**src/rtl/booth_pp_pkg.sv**
```systemverilog
package booth_pp_pkg;

  // Decoded radix-4 digit: magnitude one, magnitude two, negative.
  typedef struct packed {
    logic one;
    logic two;
    logic neg;
  } booth_sel_t;

endpackage

```
**src/rtl/booth_digit_dec.sv**
```systemverilog
module booth_digit_dec
  import booth_pp_pkg::*;
(
  input  logic [2:0]  trip_i,   // {hi, mid, lo}
  output booth_sel_t  sel_o
);

  always_comb begin
    sel_o = '0;
    unique case (trip_i)
      3'b001, 3'b010: sel_o.one = 1'b1;
      3'b011:         sel_o.two = 1'b1;
      3'b100: begin
        sel_o.two = 1'b1;
        sel_o.neg = 1'b1;
      end
      3'b101, 3'b110: begin
        sel_o.one = 1'b1;
        sel_o.neg = 1'b1;
      end
      default:        sel_o = '0;   // 000 and 111: digit zero
    endcase
  end

  // a digit never selects both magnitudes
  always_comb begin
    assert_sel_onehot_R3: assert ($onehot0({sel_o.one, sel_o.two}));
  end

endmodule

```
**src/rtl/booth_row_sel.sv**
```systemverilog
module booth_row_sel
  import booth_pp_pkg::*;
#(
  parameter int YW = 6
) (
  input  logic [YW-1:0] y_i,
  input  booth_sel_t    sel_i,
  output logic [YW:0]   bits_o
);

  localparam int YEW = YW + 2;

  // multiplicand with a zero below and its sign repeated above
  logic [YEW-1:0] y_ext;
  assign y_ext = {y_i[YW-1], y_i, 1'b0};

  // bit j: y_ext[j+1] is the plain bit, y_ext[j] the shifted one
  assign bits_o = (({(YW+1){sel_i.one}} & y_ext[YEW-1:1]) |
                   ({(YW+1){sel_i.two}} & y_ext[YEW-2:0])) ^
                  {(YW+1){sel_i.neg}};

endmodule

```
**src/rtl/booth_pp_gen.sv**
```systemverilog
module booth_pp_gen
  import booth_pp_pkg::*;
#(
  parameter int XW = 5,
  parameter int YW = 6
) (
  input  logic                              clk,
  input  logic                              rst,
  input  logic                              in_valid,
  input  logic [XW-1:0]                     x_i,
  input  logic [YW-1:0]                     y_i,
  output logic                              out_valid,
  output logic [((XW+1)/2)*(XW+YW)-1:0]     rows_o,
  output logic [((XW+1)/2)-1:0]             neg_o
);

  localparam int PW  = XW + YW;
  localparam int NR  = (XW + 1) / 2;
  localparam int XEW = 2 * NR + 1;

  // multiplier with a zero appended below and, for odd widths, a sign bit above
  logic [XEW-1:0] x_ext;
  generate
    if (XEW > XW + 1) begin : g_x_odd
      assign x_ext = {x_i[XW-1], x_i, 1'b0};
    end else begin : g_x_even
      assign x_ext = {x_i, 1'b0};
    end
  endgenerate

  logic [PW-1:0] row_next [NR];
  logic [NR-1:0] neg_next;

  generate
    for (genvar r = 0; r < NR; r++) begin : g_row
      booth_sel_t    sel;
      logic [YW:0]   bits;
      logic [PW-1:0] seed;

      booth_digit_dec u_dec (
        .trip_i (x_ext[2*r+2 -: 3]),
        .sel_o  (sel)
      );

      booth_row_sel #(.YW(YW)) u_sel (
        .y_i    (y_i),
        .sel_i  (sel),
        .bits_o (bits)
      );

      if (r == 0) begin : g_first
        // top bit copied once, then its inverse
        always_comb begin
          seed = '0;
          seed[YW+2:0] = {~bits[YW], bits[YW], bits};
        end
      end else begin : g_rest
        // inverted top bit with a constant one above it
        always_comb begin
          seed = '0;
          seed[YW+1:0] = {1'b1, ~bits[YW], bits[YW-1:0]};
        end
      end

      // bits shifted past PW are dropped here
      assign row_next[r] = seed << (2 * r);
      assign neg_next[r] = sel.neg;
    end
  endgenerate

  logic [PW-1:0] row_q [NR];
  logic [NR-1:0] neg_q;
  logic          valid_q;

  always_ff @(posedge clk) begin
    if (rst) begin
      for (int r = 0; r < NR; r++) row_q[r] <= '0;
      neg_q   <= '0;
      valid_q <= 1'b0;
    end else begin
      valid_q <= in_valid;
      if (in_valid) begin
        for (int r = 0; r < NR; r++) row_q[r] <= row_next[r];
        neg_q <= neg_next;
      end
    end
  end

  generate
    for (genvar r = 0; r < NR; r++) begin : g_out
      assign rows_o[r*PW +: PW] = row_q[r];
    end
  endgenerate

  assign neg_o     = neg_q;
  assign out_valid = valid_q;

  // ---------------- assertions ----------------

  assert_latency_R2: assert property (@(posedge clk) disable iff (rst)
    in_valid |=> out_valid);

  assert_idle_hold_R2: assert property (@(posedge clk) disable iff (rst)
    !in_valid |=> (!out_valid && $stable(rows_o) && $stable(neg_o)));

  assert_zero_mult_R4: assert property (@(posedge clk) disable iff (rst)
    (in_valid && x_i == '0) |=> (neg_o == '0));

  assert_first_ext_R6: assert property (@(posedge clk) disable iff (rst)
    out_valid |-> (rows_o[YW+1] == rows_o[YW] && rows_o[YW+2] != rows_o[YW+1]));

  generate
    for (genvar r = 1; r < NR; r++) begin : g_chk
      if (2*r + YW + 1 < PW) begin : g_const
        assert_const_one_R7: assert property (@(posedge clk) disable iff (rst)
          out_valid |-> rows_o[r*PW + 2*r + YW + 1]);
      end
    end
  endgenerate

endmodule

```
**config.mk**
```make
export PLATFORM = sky130hd
export DESIGN_NAME = booth_pp_gen
export DESIGN_NICKNAME = d
export VERILOG_FILES = /design/src/rtl/booth_pp_pkg.sv /design/src/rtl/booth_digit_dec.sv /design/src/rtl/booth_row_sel.sv /design/src/rtl/booth_pp_gen.sv
export SDC_FILE = /design/constraint.sdc
export NUM_CORES = 1
export LEC_CHECK = 0
export BUFFER_PORTS_ARGS = -buffer_cell sky130_fd_sc_hd__buf_2
export CORE_MARGIN = 8
export CORE_UTILIZATION = 50
export CTS_BUF_LIST = sky130_fd_sc_hd__clkbuf_2 sky130_fd_sc_hd__clkbuf_4 sky130_fd_sc_hd__clkbuf_8
export CTS_CLUSTER_DIAMETER = 200
export CTS_CLUSTER_SIZE = 8
export DETAILED_ROUTE_END_ITERATION = 6
export HOLD_SLACK_MARGIN = 0.06
export PLACE_DENSITY = 0.84
export SETUP_SLACK_MARGIN = 0.02
export SLEW_MARGIN = 5
export SYNTH_ARGS = -nofsm -noshare
export SYNTH_HDL_FRONTEND = slang
export SYNTH_HIERARCHICAL = 1
export SYNTH_SLANG_ARGS = --single-unit
export TNS_END_PERCENT = 50
```
**constraint.sdc**
```tcl
create_clock -name clk -period 3.25 [get_ports clk]
set_input_delay 0 -clock clk [delete_from_list [all_inputs] [get_ports clk]]
set_output_delay 0 -clock clk [all_outputs]
set_load 0.02 [all_outputs]
```
==> metrics <==
status=complete, no violations; DRT iter0 DRCs=39; Fin. Hold Viols=0; # hold bufs at CTS=3; Antenna diodes=0; clock sink total=27; slowest CP cell=dlygate4sd3_1; Routed met2 length=~1600 um; Synth area leaders=edfxtp_1 45%, xnor2_1 12%, a22oi_1 5.9%; total negative slack=0 ps; Pre-Repair DR Iteration Count=4; Final HPWL DP=about 2500 um; share of layout cells above drive strength 1=0.3409; Core Rows=20; Synth cell types=22; #FFs+latches synth=27; leading cell type in the layout, fill and taps excluded=buf_2; Least-Margin Pin Slew=528.1 ps; buffer depth of the longest clock path=2; Die X=71.30 um; CP max stage delay=560 ps; placed cells=202; Critical Path Source Type=input pin; CP max FO=5; post-route minimum period=~1300 ps; Peak VDD IR=roughly 0.00015 V; Hold Path Class=input pin to flop; Non-Filler Instances=~210; most frequent cells in the layout=41 x buf_2, 23 x edfxtp_1, 21 x xnor2_1, 13 x and2_1; WP data required=3460 ps; Die ar.=5084 um^2; io pins=51; H-tree level count=1; first-pass GRT wire length=4995 um; final net count=191; CP startpoint=in_valid; CP Data Arrival Time=around 1500 ps; critical path endpoint category=flop; largest net degree at the start of global routing=24; via count=1056; Via density=5.053; Worst Reg2Reg Path Length in Cells=3; postcts setup bufs=0; Mean Syn Cell Area=11.58 um^2; achievable frequency=between 700 and 800 MHz; PortBufs=41; Pwr Density=446.5 nW/um^2; Synth top area share=0.4517; Setup CP Type=input pin to flop; Final setup violation count=0; post-synthesis sequential area ratio=0.5041; Pins Over Slew Limit=0; fin area=1764 um^2; worst skew pair latency=310 ps; RR Startpoint=neg_o[0]; Metal-1 WL=approximately 1200 um; cts repair resizes=0; RSZ-0062 raised after global routing=false; Detailed Route WL=just over 3000 um; WL met3=around 240 um; DR top layer=met4; Total Routing Usage GR=0.1208; DP Area=1704 um^2; Final GP Congestion=0.8814; core area=2978 um^2; min-delay src=y_i[5]; Die Height=71.30 um; Fillers=246; post-synthesis instance total=132; total CTS buffers=3; Slew HR=0.6480; hold path depth=4; Post-Route Skew=0 ps; CTS tree=yes; static leakage=0.7728 nW; number of global-route vias before repair=1089; CTS root buf=clkbuf_4; dominant cell type by area after synthesis=edfxtp_1; Synth Cell Area=1529 um^2; most frequent CP cell=dlygate4sd3_1; Residual DRC=0; residual overflow from global routing=0; Starting Density=0.5134; Yosys warnings=6; max_cap viols=0; Antenna Nets Post-Route=0; Reg clk slew, reported paths=between 100 and 150 ps; WL/cell=around 15 um; final worst path period share=0.4054; critical path, cell by cell=dlygate4sd3_1 -> buf_2 -> mux2i_1 -> nor2_1 -> dlygate4sd3_1; Worst R2R Setup Slack=2070 ps; area grow syn2layout=15.38%; antenna violations before repair=0
==> cells by family after synthesis <==
group                     count (synthesis)  synth area share
and+or+nand+nor                          39            0.1522
other                                     1          0.002453
AOI/OAI and AO/OA                        21            0.1056
muxes                                     3           0.01964
buffers and inverters                    17           0.07855
DFF                                      27            0.5041
xor gates and xnor gates                 24            0.1375
==> through the flow <==
step	setup slack [ps]	utilization	hold slack, ps	power [mW]
floorplan	2104	-	72.38	0.5936
global placement	1905	0.5723	209.1	0.6389
detailed placement	1802	0.5723	220.1	0.6482
CTS	1978	0.5924	204.3	0.7925
global route	1921	0.5924	246.8	0.8245
finish	1933	0.5924	210.6	0.7877
==> cell type report <==
| cell class | instances | area, um^2 | area share |
|---|---|---|---|
| Multi-Input combinational cell | 99 | 679.4 | 0.3851 |
| Inverter | 2 | 7.507 | 0.004255 |
| Clock buffer | 4 | 30.03 | 0.01702 |
| Timing Repair Buffer | 44 | 235.2 | 0.1333 |
| Sequential cell | 27 | 770.7 | 0.4369 |
| Tap cell | 33 | 41.29 | 0.02340 |
==> critical path, delay by kind of cell <==
kind | cells | cell delay [ps]
multiplexers | 1 | 200
buffers and inverters | 3 | 1250
AND/OR/NAND/NOR | 1 | 60
==> synthesized netlist by cell type, drive strengths merged <==
master / number
mux2i: 3
inv: 2
dfxtp: 4
and2: 22
a22oi: 15
edfxtp: 23
xnor2: 21
buf: 15
nand2: 6
xor2: 3
nand2b: 4
o22ai: 3
nor2: 6
o21ai: 3
conb: 1
or2: 1
==> path summary, 6_finish.rpt <==
path / end
max: neg_o[0]
min: row_q[0][19]
max reg2reg: neg_o[0]
min reg2reg: neg_o[1]
==> per-layer routing <==
layer  track usage  vias to the layer above
li1              -                      519
met1        0.1161                      494
met2        0.2296                       39
met3       0.03347                        4
met4       0.05774                        0
met5             0                        -
==> sequential cells by signal (all words and copies together) (netlist names) <==
signal	cells
neg_o	3
row_q	23
out_valid	1
==> power by group <==
part           internal, mW  switching, mW
registers             0.411        0.00728
clock network        0.0562         0.0898
logic                0.0850          0.138
total                 0.552          0.235
(Power assumes the default switching activity.)
